File: src/rtl/rsf_pkg.sv
package rsf_pkg;
   localparam int unsigned GLOBAL_REGS = 32;
   localparam int unsigned WINDOW_REGS = 96;
   localparam int unsigned LREG_W      = 7;
   localparam int unsigned CNT_W       = 7;

   typedef enum logic [1:0] {
      OP_NOP   = 2'd0,
      OP_ALLOC = 2'd1,
      OP_CALL  = 2'd2,
      OP_RET   = 2'd3
   } rsf_op_e;
endpackage

File: src/rtl/rsf_frame_stack.sv
module rsf_frame_stack #(
   parameter int unsigned DEPTH = 4,
   parameter int unsigned W     = 21,
   localparam int unsigned PTR_W = $clog2(DEPTH + 1),
   localparam int unsigned IDX_W = (DEPTH > 1) ? $clog2(DEPTH) : 1
) (
   input  logic         clk,
   input  logic         rst_n,
   input  logic         push,
   input  logic         pop,
   input  logic [W-1:0] push_data,
   output logic [W-1:0] top_data,
   output logic         full,
   output logic         empty
);
   logic [PTR_W-1:0] cnt_q;

   always_ff @(posedge clk) begin
      if (!rst_n)    cnt_q <= '0;
      else if (push) cnt_q <= cnt_q + PTR_W'(1);
      else if (pop)  cnt_q <= cnt_q - PTR_W'(1);
   end

   assign full  = (cnt_q == PTR_W'(DEPTH));
   assign empty = (cnt_q == '0);

   generate
      if (DEPTH == 1) begin : g_single
         logic [W-1:0] slot_q;
         always_ff @(posedge clk) begin
            if (push) slot_q <= push_data;
         end
         assign top_data = slot_q;
      end else begin : g_array
         logic [W-1:0]     mem_q [DEPTH];
         logic [PTR_W-1:0] top_ptr;
         assign top_ptr = cnt_q - PTR_W'(1);
         always_ff @(posedge clk) begin
            if (push) mem_q[cnt_q[IDX_W-1:0]] <= push_data;
         end
         assign top_data = mem_q[top_ptr[IDX_W-1:0]];
      end
   endgenerate
endmodule

File: src/rtl/rsf_map.sv
module rsf_map import rsf_pkg::*; #(
   parameter int unsigned PHYS   = 96,
   parameter int unsigned BASE_W = 7,
   parameter int unsigned PREG_W = 7,
   localparam int unsigned SUM_W = ((BASE_W > LREG_W) ? BASE_W : LREG_W) + 1
) (
   input  logic [LREG_W-1:0] lreg,
   input  logic [BASE_W-1:0] base,
   input  logic [CNT_W-1:0]  sof,
   output logic [PREG_W-1:0] preg,
   output logic              illegal
);
   logic              is_global;
   logic [LREG_W-1:0] off;
   logic [SUM_W-1:0]  sum;
   logic [SUM_W-1:0]  slot;

   assign is_global = (lreg < LREG_W'(GLOBAL_REGS));
   assign off       = lreg - LREG_W'(GLOBAL_REGS);
   assign sum       = SUM_W'(base) + SUM_W'(off);

   generate
      if ((PHYS & (PHYS - 1)) == 0) begin : g_mask
         assign slot = sum & SUM_W'(PHYS - 1);
      end else begin : g_sub
         assign slot = (sum >= SUM_W'(PHYS)) ? (sum - SUM_W'(PHYS)) : sum;
      end
   endgenerate

   assign preg    = is_global ? PREG_W'(lreg) : (PREG_W'(slot) + PREG_W'(GLOBAL_REGS));
   assign illegal = !is_global && (off >= sof);
endmodule

File: src/rtl/rsf_renamer.sv
module rsf_renamer import rsf_pkg::*; #(
   parameter int unsigned PHYS_STACKED = 96,
   parameter int unsigned SAVE_DEPTH   = 4,
   localparam int unsigned BASE_W = $clog2(PHYS_STACKED),
   localparam int unsigned PREG_W = $clog2(GLOBAL_REGS + PHYS_STACKED),
   localparam int unsigned HELD_W = $clog2((SAVE_DEPTH + 1) * WINDOW_REGS + 1),
   localparam int unsigned SUM_W  = ((BASE_W > CNT_W) ? BASE_W : CNT_W) + 1,
   localparam int unsigned FRM_W  = BASE_W + 2 * CNT_W
) (
   input  logic              clk,
   input  logic              rst_n,
   input  logic              cmd_valid,
   input  logic [1:0]        cmd_op,
   input  logic [CNT_W-1:0]  cmd_locals,
   input  logic [CNT_W-1:0]  cmd_outs,
   input  logic [LREG_W-1:0] rd_lreg,
   output logic [PREG_W-1:0] rd_preg,
   output logic              rd_illegal,
   output logic [BASE_W-1:0] cur_base,
   output logic [CNT_W-1:0]  cur_sof,
   output logic [CNT_W-1:0]  cur_sol,
   output logic              cmd_err,
   output logic              spill_req
);
   generate
      if (PHYS_STACKED < WINDOW_REGS) begin : g_bad_phys
         $error("PHYS_STACKED must cover the 96-entry window");
      end
      if ((PHYS_STACKED % 16) != 0) begin : g_bad_step
         $error("PHYS_STACKED must be a multiple of 16");
      end
      if (SAVE_DEPTH < 1) begin : g_bad_depth
         $error("SAVE_DEPTH must be at least 1");
      end
   endgenerate

   logic [BASE_W-1:0] base_q, base_d;
   logic [CNT_W-1:0]  sof_q, sof_d, sol_q, sol_d;
   logic [HELD_W-1:0] held_q, held_d;
   logic              err_q, err_d;

   logic              do_alloc, do_call, do_ret, alloc_ok;
   logic              stk_push, stk_pop, stk_full, stk_empty;
   logic [CNT_W:0]    req_total;
   logic [SUM_W-1:0]  call_sum;
   logic [FRM_W-1:0]  push_frame, top_frame;
   logic [BASE_W-1:0] pop_base;
   logic [CNT_W-1:0]  pop_sof, pop_sol;

   assign do_alloc  = cmd_valid && (cmd_op == OP_ALLOC);
   assign do_call   = cmd_valid && (cmd_op == OP_CALL);
   assign do_ret    = cmd_valid && (cmd_op == OP_RET);
   assign req_total = (CNT_W+1)'(cmd_locals) + (CNT_W+1)'(cmd_outs);
   assign alloc_ok  = (req_total <= (CNT_W+1)'(WINDOW_REGS));
   assign stk_push  = do_call && !stk_full;
   assign stk_pop   = do_ret && !stk_empty;

   assign push_frame = {base_q, sof_q, sol_q};
   assign {pop_base, pop_sof, pop_sol} = top_frame;
   assign call_sum   = SUM_W'(base_q) + SUM_W'(sol_q);

   rsf_frame_stack #(.DEPTH(SAVE_DEPTH), .W(FRM_W)) stack_i (
      .clk       (clk),
      .rst_n     (rst_n),
      .push      (stk_push),
      .pop       (stk_pop),
      .push_data (push_frame),
      .top_data  (top_frame),
      .full      (stk_full),
      .empty     (stk_empty)
   );

   always_comb begin
      base_d = base_q;
      sof_d  = sof_q;
      sol_d  = sol_q;
      held_d = held_q;
      err_d  = (do_alloc && !alloc_ok) || (do_call && stk_full) || (do_ret && stk_empty);
      if (do_alloc && alloc_ok) begin
         sof_d = req_total[CNT_W-1:0];
         sol_d = cmd_locals;
      end else if (stk_push) begin
         base_d = (call_sum >= SUM_W'(PHYS_STACKED))
                  ? BASE_W'(call_sum - SUM_W'(PHYS_STACKED)) : BASE_W'(call_sum);
         sof_d  = sof_q - sol_q;
         sol_d  = '0;
         held_d = held_q + HELD_W'(sol_q);
      end else if (stk_pop) begin
         base_d = pop_base;
         sof_d  = pop_sof;
         sol_d  = pop_sol;
         held_d = held_q - HELD_W'(pop_sol);
      end
   end

   always_ff @(posedge clk) begin
      if (!rst_n) begin
         base_q <= '0;
         sof_q  <= '0;
         sol_q  <= '0;
         held_q <= '0;
         err_q  <= 1'b0;
      end else begin
         base_q <= base_d;
         sof_q  <= sof_d;
         sol_q  <= sol_d;
         held_q <= held_d;
         err_q  <= err_d;
      end
   end

   rsf_map #(.PHYS(PHYS_STACKED), .BASE_W(BASE_W), .PREG_W(PREG_W)) map_i (
      .lreg    (rd_lreg),
      .base    (base_q),
      .sof     (sof_q),
      .preg    (rd_preg),
      .illegal (rd_illegal)
   );

   assign cur_base  = base_q;
   assign cur_sof   = sof_q;
   assign cur_sol   = sol_q;
   assign cmd_err   = err_q;
   assign spill_req = ((HELD_W+1)'(held_q) + (HELD_W+1)'(sof_q)) > (HELD_W+1)'(PHYS_STACKED);
endmodule

File: config.mk
export PLATFORM = sky130hd
export DESIGN_NAME = rsf_renamer
export DESIGN_NICKNAME = d
export VERILOG_FILES = /design/src/rtl/rsf_pkg.sv /design/src/rtl/rsf_frame_stack.sv /design/src/rtl/rsf_map.sv /design/src/rtl/rsf_renamer.sv
export SDC_FILE = /design/constraint.sdc
export NUM_CORES = 1
export LEC_CHECK = 0
export BUFFER_PORTS_ARGS = -buffer_cell sky130_fd_sc_hd__buf_4
export CORE_ASPECT_RATIO = 0.6
export CORE_MARGIN = 2
export CORE_UTILIZATION = 61
export DETAILED_ROUTE_END_ITERATION = 7
export GPL_TIMING_DRIVEN = 0
export PLACE_DENSITY = 0.81
export SLEW_MARGIN = 25
export SYNTH_ARGS = -nofsm -noshare
export SYNTH_HDL_FRONTEND = slang
export SYNTH_SLANG_ARGS = --single-unit
export TNS_END_PERCENT = 20
File: constraint.sdc
create_clock -name clk -period 5.75 [get_ports clk]
set_input_delay 0 -clock clk [delete_from_list [all_inputs] [get_ports clk]]
set_output_delay 0 -clock clk [all_outputs]
set_load 0.03 [all_outputs]
==> out/metrics.csv, run 1 <==
stage;metric;value;unit
logic_synthesis;async_flop_share;0;
floorplan;core_area;0.01137;sq mm
timing;fin_crit_sh;0.8968;
cells_and_area;layout-drive-gt1-share;0.1828;
routing;first_iter_violations;877;
timing;finalCriticalPeriod;5.157;ns
timing;fin_hold_ws;0.03324;ns
floorplan;fp.dieH;87.90;um
routing;wl_met2;9005;um
logic_synthesis;yosys-top-cells-area;edfxtp_1 35%, ha_1 9.8%, dfxtp_1 9.5%, mux4_2 6.9%, nor2_1 2.9%;
global_route;gr-total-overflow;0;
global_route;grt_max_degree;23;
cells_and_area;multi_input_area;0.003726;sq mm
clock_tree;ctsResizeCount;0;
routing;met3_length;2396;um
clock_tree;postCtsSetupBuffers;0;
global_route;antenna_found_initial;0;
timing;hold_viol;0;
floorplan;ios;57;
worst_setup_path;crit_start;stack_i.cnt_q[0];
logic_synthesis;ys.flop_type;edfxtp_1;
floorplan;start_util;0.6293;
cells_and_area;register_area;0.003203;sq mm
timing;setup_tns;0;ns
placement;hpwl;14230;um
min_path;worstHoldStart;cmd_locals[5];
clock_tree;cts_made_buffers;17;
power_and_ir_drop;powerDensity;306.1;mW/mm^2
cells_and_area;fillers;774;
floorplan;die_x;143.8;um
worst_setup_path;worstPathMaxFanout;19;
logic_synthesis;synth_edf_count;84;
logic_synthesis;syn_area_per_cell;11.04;sq um
routing;dr_total_vias;5981;
placement;port_buffers;56;
global_route;globalRouteTotalUtil;0.3353;
floorplan;dieArea;0.01264;sq mm
timing;rsz0062_at_grt;false;
power_and_ir_drop;peakVddDrop;232.2;uV
worst_setup_path;arrival;5.48;ns
clock_tree;path_clk_slew;0.06;ns
timing;slew_violations;0;
routing;totalWireLength;20330;um
timing;setup_slack;0.5935;ns
power_and_ir_drop;total_power;2588;uW
clock_tree;cts_tree;done;
power_and_ir_drop;leakagePower;0.003256;uW
worst_setup_path;crit-reg2reg-launch;stack_i.cnt_q[0];
cells_and_area;area_delta_synth_final;18.13;%
logic_synthesis;yosysSeqAreaShare;0.4476;
routing;ant_nets;0;
routing;avgRoutedWirePerCell;22.49;um
clock_tree;h-tree-depth;4;
routing;dr.pass1.iters;6;
logic_synthesis;netlist_area;0.007157;sq mm
logic_synthesis;synth_seq_cells;118;
logic_synthesis;yosysTopAreaCell;edfxtp_1;
worst_setup_path;critical_path_class;flop to flop;
routing;post-route-drc-count;0;
min_path;min_path_type;primary input to flop;
logic_synthesis;synth_cell_types;65;
cells_and_area;diodes;0;
logic_synthesis;synthCells;648;
outcome;outcome;finished, final reports clean;
routing;vias_per_cell;6.616;
clock_tree;root_buffer;clkbuf_16;
logic_synthesis;syn_nets;736;
logic_synthesis;netlist.area_leader.share;0.3524;
worst_setup_path;critPathCaptureType;flop;
clock_tree;clock_sinks;118;
routing;dr.max_layer_used;met4;
worst_setup_path;crit_required;6.08;ns
worst_setup_path;crit_path_start_kind;flop;
timing;setup_viol;0;
clock_tree;cts_buffer_depth;2;
logic_synthesis;yosysWarnings;0;
floorplan;num_rows;30;
global_route;grt_pass1_vias;5598;
routing;wl_met1;8539;um
clock_tree;clk_latency;0.41;ns
timing;slew_headroom;0.3908;
job;maxCapViolations;0;
timing;fmax;193.9;MHz
placement;routabilityCongestion;0.9328;
placement;post-place-ws;0.3488;ns
timing;fin_worst_skew;0.008049;ns
global_route;grt_pass1_wl;31120;um
cells_and_area;fin_nets;819;
timing;tightest_slew;0.9104;ns
[final cells by class]
type | count | share of cell area
buffer | 19 | 0.01154
clock buffer | 22 | 0.05372
clock inverter | 10 | 0.01569
inverter | 36 | 0.01598
multi-input combinational | 474 | 0.4407
sequential | 118 | 0.3789
tap | 160 | 0.02368
timing repair buffer | 65 | 0.05979
[state kept, by name, indices dropped and copies added (netlist names)]
register	cells
held_q	9
stack_i.g_array.mem_q	84
cur_base	7
stack_i.cnt_q	3
cur_sof	7
cur_sol	7
cmd_err	1
[layout by cell type, fill, tap and decap left out, types with 14 or more instances in the layout]
cell,instances
mux4_2,22
nor3_1,16
a211oi_1,16
xnor2_1,15
a21oi_1,37
clkbuf_16,17
o21ai_0,24
o21a_1,14
inv_1,36
edfxtp_1,84
nand2_1,47
nor2_1,56
clkbuf_1,14
buf_4,59
nand3_1,20
ha_1,56
dfxtp_1,34
[final timing paths]
kind,end,cells after the start,slack [ns]
setup / recovery,held_q[8],18,0.59
hold / removal,cur_sol[5],3,0.03
setup reg to reg,held_q[8],18,0.59
hold reg to reg,held_q[0],2,0.49
[report_power, final]
group          switching (uW)  internal [uW]  total (uW)
clock                     379            689        1070
sequential               42.7            938         981
combinational             317            222         539
total                     738           1850        2590
[through the flow]
step	instance area (sq um)	std cells	utilization
final	8454	904	0.7433
after global routing	8454	904	0.7433
after CTS	8458	905	0.7437
after detailed placement	7801	866	0.6859
after global placement	7777	864	0.6838
after floorplan	7157	648	-
[kinds of logic (layout without fill, tap and decap cells)]
family / after synthesis / count (layout) / synth area share
flops: 118 / 118 / 0.4476
xor+xnor: 24 / 24 / 0.02937
buf+inv: 56 / 152 / 0.03304
compound gates: 156 / 156 / 0.1528
fa+ha+maj: 62 / 62 / 0.1147
mux: 31 / 31 / 0.08217
simple gates: 201 / 201 / 0.1404
[routing by layer]
| metal | vias up | track usage |
|---|---|---|
| met2 | 421 | 0.5139 |
| met5 | - | 0 |
| met1 | 2874 | 0.4735 |
| met3 | 46 | 0.08311 |
| li1 | 2640 | - |
| met4 | 0 | 0.1141 |
[what timing repair did]
action                                 in CTS  in global routing
endpoints found under the hold margin       7                  0
hold buffers                                7                  0
setup endpoints to repair                   0                  1
[synthesized netlist by cell type (4+ instances only)]
master    instances
ha_1             56
and3_1            4
a21oi_1          37
a21o_1            9
nor2_1           56
fa_1              6
mux2i_1           7
nand3_1          20
clkbuf_1         10
xor2_1            9
a221oi_1          5
nand2_1          47
xnor2_1          15
nor3_1           17
o21ai_0          24
edfxtp_1         84
a211oi_1         16
and2_1            7
nand2b_1          4
buf_2             6
nand3b_1          4
or3_1             7
o211ai_1          7
dfxtp_1          34
nand4_1           4
nor2b_1          11
mux4_2           22
o21a_1           14
inv_1            36
nor3b_1           6
a31oi_1           7
[critical path, cell delays in order (launching register included)]
cell and delay, ns:
dfxtp_1 0.36, buf_4 0.21, buf_6 0.21, inv_1 0.13
ha_1 0.31, buf_2 0.45, mux4_2 0.45, inv_1 0.13
ha_1 0.22, o311ai_0 0.30, xnor2_1 0.25, a21oi_1 0.10
ha_1 0.35, and2_1 0.20, a22o_1 0.20, a311o_1 0.33
o211ai_1 0.18, mux4_2 0.55, o211ai_1 0.11
Power figures use the tool's default switching activity.
==> run 2: changes to the inputs <==
CORE_UTILIZATION = 65   (was 61)
PLACE_DENSITY = 0.85   (was 0.81)
clock period = 6.3 ns   (was 5.75 ns; I/O delays follow)
==> out/metrics.csv, run 2 (synthesis results as in run 1) <==
stage;metric;value;unit
outcome;outcome;finished, final reports clean;
clock_tree;path_clk_slew;0.06;ns
routing;post-route-drc-count;0;
worst_setup_path;crit_chain;buf_4 -> buf_6 -> inv_1 -> ha_1 -> buf_2 -> buf_1 -> mux4_2 -> inv_1 -> ha_1 -> o311ai_0 -> xnor2_1 -> a21oi_1 -> ha_1 -> and2_1 -> a22o_1 -> a311o_1 -> o211ai_1 -> mux4_2 -> o211ai_1;
routing;dr_total_vias;6034;
worst_setup_path;crit_required;6.64;ns
floorplan;start_util;0.6732;
cells_and_area;layout_commonest_cell;edfxtp_1;
worst_setup_path;crit_family;buffers and inverters;
timing;slew_violations;0;
power_and_ir_drop;leakagePower;0.003254;uW
power_and_ir_drop;powerDensity;279.3;mW/mm^2
timing;setup_tns;0;ns
timing;rsz0062_at_grt;false;
power_and_ir_drop;peakVddDrop;239.7;uV
cells_and_area;final_cell_mix;84 x edfxtp_1, 60 x buf_4, 56 x nor2_1, 56 x ha_1, 47 x nand2_1;
placement;dpl-instance-area;0.007781;sq mm
worst_setup_path;reg2reg_slack;0.63;ns
clock_tree;clock_sinks;118;
floorplan;core_area;0.01063;sq mm
worst_setup_path;cp_common_cell;ha_1;
placement;port_buffers;56;
clock_tree;cts_tree;done;
placement;routabilityCongestion;0.9499;
global_route;grt_pass1_vias;5913;
worst_setup_path;crit_start;stack_i.cnt_q[0];
floorplan;dieArea;0.01189;sq mm
cells_and_area;area_delta_synth_final;17.90;%
clock_tree;root_buffer;clkbuf_16;
worst_setup_path;critical_path_class;flop to flop;
floorplan;fp.dieH;85.28;um
placement;hpwl;14080;um
floorplan;num_rows;29;
worst_setup_path;crit-reg2reg-launch;stack_i.cnt_q[0];
worst_setup_path;r2r_end;held_q[8];
floorplan;die_x;139.5;um
global_route;antenna_found_initial;0;
worst_setup_path;worstPathMaxFanout;10;
worst_setup_path;max_stage_delay;0.70;ns
clock_tree;ctsResizeCount;0;
worst_setup_path;crit_slowest_cell;buf_1;
clock_tree;h-tree-depth;4;
clock_tree;cts_buffer_depth;2;
cells_and_area;diodes;0;
timing;finalCriticalPeriod;5.668;ns
routing;ant_nets;0;
worst_setup_path;critPathBufInv;6;
cells_and_area;fillers;658;
min_path;whs_path_depth;4;
cells_and_area;multi_input_area;0.003726;sq mm
cells_and_area;register_area;0.003203;sq mm
cells_and_area;fin_nets;821;
clock_tree;postCtsSetupBuffers;0;
job;maxCapViolations;0;
timing;tightest_slew;0.9015;ns
worst_setup_path;crit_path_end;held_q[8];
worst_setup_path;critPathCaptureType;flop;
routing;dr.pass1.iters;5;
timing;slew_headroom;0.3914;
routing;vias_per_cell;6.818;
worst_setup_path;crit_path_start_kind;flop;
cells_and_area;design_area;0.008438;sq mm
timing;setup_viol;0;
worst_setup_path;arrival;6.01;ns
floorplan;ios;57;
clock_tree;clk_latency;0.43;ns
worst_setup_path;cp.depth;19;
cells_and_area;layout-drive-gt1-share;0.1863;
routing;first_iter_violations;790;
worst_setup_path;r2r_cells;19;
timing;hold_viol;0;
global_route;gr-total-overflow;0;
clock_tree;cts_made_buffers;17;
global_route;globalRouteTotalUtil;0.3632;
min_path;min_path_type;primary input to flop;
routing;totalWireLength;20730;um
timing;fmax;176.4;MHz
timing;fin_worst_skew;0.009099;ns
cells_and_area;largest_reg_flops;84;
routing;avgRoutedWirePerCell;23.43;um
global_route;grt_pass1_wl;32290;um
timing;fin_crit_sh;0.8997;
global_route;grt_max_degree;23;
[run 2: changes by cell type in the layout (fill, tap and decap cells not counted), moves of 2 or more]
cell,change
clkbuf_1,-3
clkinv_2,-2
clkinv_4,+2
clkinvlp_4,+2
[run 2: worst min path at each step]
stage,to,start,slack (ns)
global placement,cur_sol[3],cmd_locals[3],0.29
finish,cmd_err,cmd_op[0],0.04
detailed placement,cur_sol[3],cmd_locals[3],0.29
floorplan,cur_sol[1],cmd_locals[1],0.14
CTS,cmd_err,cmd_op[0],0.01
global route,cur_sol[5],cmd_locals[5],0.03
[run 2: what timing repair did]
item | 4_1_cts | 5_1_grt
endpoints found under the setup margin | 0 | 0
hold buffers | 7 | 0
hold endpoints to repair | 7 | 0
[run 2: worst register-to-register path, stage by stage, from the launching register on]
cell,delay (ns)
dfxtp_1,0.37
buf_4,0.22
buf_6,0.21
inv_1,0.12
ha_1,0.29
buf_2,0.23
buf_1,0.70
mux4_2,0.50
inv_1,0.11
ha_1,0.22
o311ai_0,0.32
xnor2_1,0.23
a21oi_1,0.22
ha_1,0.30
and2_1,0.21
a22o_1,0.20
a311o_1,0.32
o211ai_1,0.17
mux4_2,0.55
o211ai_1,0.10
[run 2: area by class of cell]
cell class	instances	area share
buffer	20	0.01201
clock buffer	20	0.05412
clock inverter	12	0.01527
inverter	36	0.01601
multi-input combinational	474	0.4416
sequential	118	0.3796
tap	139	0.02061
timing repair buffer	66	0.06079
[run 2: per-stage QoR]
stage               setup WS, ns  instances  total power, uW  utilization  hold WS [ns]
finish                    0.6316        885             2357       0.7937       0.03584
global route              0.4471        885             2431       0.7937       0.03252
CTS                       0.8051        885             2341       0.7936       0.01303
detailed placement        0.8240        846             1380       0.7319        0.2913
global placement           1.046        843             1357       0.7291        0.2877
floorplan                  1.827        648             1233            -        0.1360
[run 2: routing by layer]
| layer | routed length (um) | up-vias | GRT usage |
|---|---|---|---|
| met3 | 2632 | 87 | 0.1140 |
| met5 | 0 | - | 0 |
| met1 | 8296 | 2874 | 0.4994 |
| met4 | 860 | 0 | 0.1598 |
| li1 | - | 2629 | - |
| met2 | 8945 | 444 | 0.5370 |
[run 2: power breakdown]
group | switching (uW) | internal, uW | total, uW
sequential | 39.9 | 856 | 896
combinational | 293 | 204 | 498
clock | 364 | 600 | 963
total | 697 | 1660 | 2360
==> run 3: changes to the inputs <==
CTS_BUF_LIST = sky130_fd_sc_hd__clkbuf_8   (was default)
GPL_TIMING_DRIVEN = 1   (was 0)
clock period = 6.65 ns   (was 6.3 ns; I/O delays follow)
==> out/metrics.csv, run 3 (synthesis results as in run 1) <==
stage;metric;value;unit
outcome;outcome;finished, final reports clean;
routing;vias_per_cell;6.655;
cells_and_area;largest_reg_flops;84;
cells_and_area;layout-drive-gt1-share;0.1802;
routing;dr.pass1.iters;8;
clock_tree;clk_latency;0.44;ns
placement;hpwl;13170;um
timing;fin_worst_skew;0.01090;ns
cells_and_area;fillers;670;
worst_setup_path;arrival;5.35;ns
clock_tree;cts_made_buffers;17;
clock_tree;cts_tree;done;
global_route;use_met2;0.5107;
cells_and_area;diodes;0;
timing;setup_tns;0;ns
clock_tree;h-tree-depth;4;
floorplan;fp.dieH;85.28;um
global_route;grt_pass1_vias;5704;
worst_setup_path;critPathCaptureType;flop;
global_route;grt_pass1_wl;30180;um
worst_setup_path;crit_path_start_kind;flop;
timing;hold_viol;0;
routing;ant_nets;0;
min_path;min_path_type;primary input to flop;
worst_setup_path;worstPathMaxFanout;28;
clock_tree;path_clk_slew;0.07;ns
floorplan;ios;57;
worst_setup_path;crit_required;7.01;ns
worst_setup_path;crit-reg2reg-launch;stack_i.cnt_q[0];
floorplan;start_util;0.6732;
clock_tree;root_buffer;clkbuf_8;
worst_setup_path;crit_start;stack_i.cnt_q[0];
global_route;gr-total-overflow;0;
worst_setup_path;reg2reg_slack;1.66;ns
timing;slew_headroom;0.3736;
power_and_ir_drop;leakagePower;0.003105;uW
routing;first_iter_violations;742;
cells_and_area;multi_input_area;0.003731;sq mm
placement;port_buffers;56;
cells_and_area;utilization;0.7658;
floorplan;dieArea;0.01189;sq mm
timing;finalCriticalPeriod;4.994;ns
timing;fmax;200.2;MHz
worst_setup_path;r2r_end;held_q[8];
global_route;busiest_layer;met2;
global_route;antenna_found_initial;0;
global_route;grt_max_degree;32;
cells_and_area;register_area;0.003203;sq mm
min_path;worstHoldStart;cmd_outs[0];
worst_setup_path;crit_path_end;held_q[8];
placement;routabilityCongestion;0.9718;
timing;slew_violations;0;
routing;post-route-drc-count;0;
global_route;use_met1;0.4726;
routing;dr_total_vias;5763;
cells_and_area;final_cell_mix;84 x edfxtp_1, 61 x buf_4, 56 x nor2_1, 56 x ha_1, 47 x nand2_1;
floorplan;num_rows;29;
routing;totalWireLength;18850;um
clock_tree;cts_buffer_depth;2;
routing;avgRoutedWirePerCell;21.76;um
timing;rsz0062_at_grt;false;
timing;fin_hold_ws;0.03126;ns
floorplan;die_x;139.5;um
global_route;grt_util_met3;0.07336;
cells_and_area;area_delta_synth_final;13.76;%
timing;tightest_slew;0.9396;ns
clock_tree;clock_sinks;118;
global_route;globalRouteTotalUtil;0.3322;
power_and_ir_drop;powerDensity;236.6;mW/mm^2
power_and_ir_drop;peakVddDrop;178.2;uV
cells_and_area;fin_nets;803;
cells_and_area;layout_commonest_cell;edfxtp_1;
job;maxCapViolations;0;
worst_setup_path;r2r_cells;17;
worst_setup_path;critical_path_class;flop to flop;
floorplan;core_area;0.01063;sq mm
timing;setup_viol;0;
timing;fin_crit_sh;0.7510;
## run 3: what timing repair did
item                                    4_1_cts  5_1_grt
endpoints found under the setup margin        0        0
hold endpoints to repair                     13        0
resized for setup                             0        0
setup buffers                                 0        0
hold buffers                                  7        0
## run 3: worst min path at each step
stage	to	slack, ns	cells past startpoint
floorplan	cur_sol[1]	0.14	2
global placement	cur_sol[6]	0.28	3
detailed placement	cur_sol[6]	0.28	3
CTS	cur_sof[0]	0.002	4
global route	cur_sof[0]	0.04	4
finish	cur_sof[0]	0.03	4
## run 3: power by group
| group | total (uW) | leakage [uW] | switching [uW] | internal (uW) |
|---|---|---|---|---|
| clock network | 623 | 0.000172 | 298 | 325 |
| registers | 846 | 0.00106 | 35.5 | 810 |
| logic | 457 | 0.00187 | 267 | 190 |
| total | 1930 | 0.00311 | 600 | 1330 |
## run 3: area by class of cell
class	count	area share
Multi-Input combinational cell	474	0.4583
Sequential cell	118	0.3934
Timing Repair Buffer	68	0.06485
Clock buffer	17	0.02874
Tap cell	139	0.02136
Clock inverter	14	0.01675
Inverter	36	0.01660
## run 3: per-stage QoR
stage	instance area (sq um)	cells	worst slack [ns]	power, uW
after global routing	8142	866	1.306	1999
after detailed placement	7695	828	1.769	1299
final	8142	866	1.656	1926
after floorplan	7157	648	2.177	1168
after CTS	8135	866	1.695	1918
after global placement	7692	828	1.980	1276
## run 3: critical path, stage by stage, from the launching register on
cell      delay [ns]
dfxtp_1         0.31
buf_4           0.41
inv_1           0.21
ha_1            0.33
buf_4           0.34
mux4_2          0.41
inv_1           0.10
ha_1            0.22
o311ai_0        0.28
xnor2_1         0.22
a21oi_1         0.22
ha_1            0.31
and2_1          0.20
a22o_1          0.20
a311o_1         0.31
o211ai_1        0.19
mux4_2          0.55
o211ai_1        0.10
## run 3: metal layers
layer | part of all wire | vias up | wire length, um
met3 | 0.11 | 48 | 2086
met2 | 0.45 | 384 | 8457
li1 | - | 2593 | -
met4 | 0.023 | 0 | 434
met1 | 0.42 | 2738 | 7869
met5 | 0 | - | 0
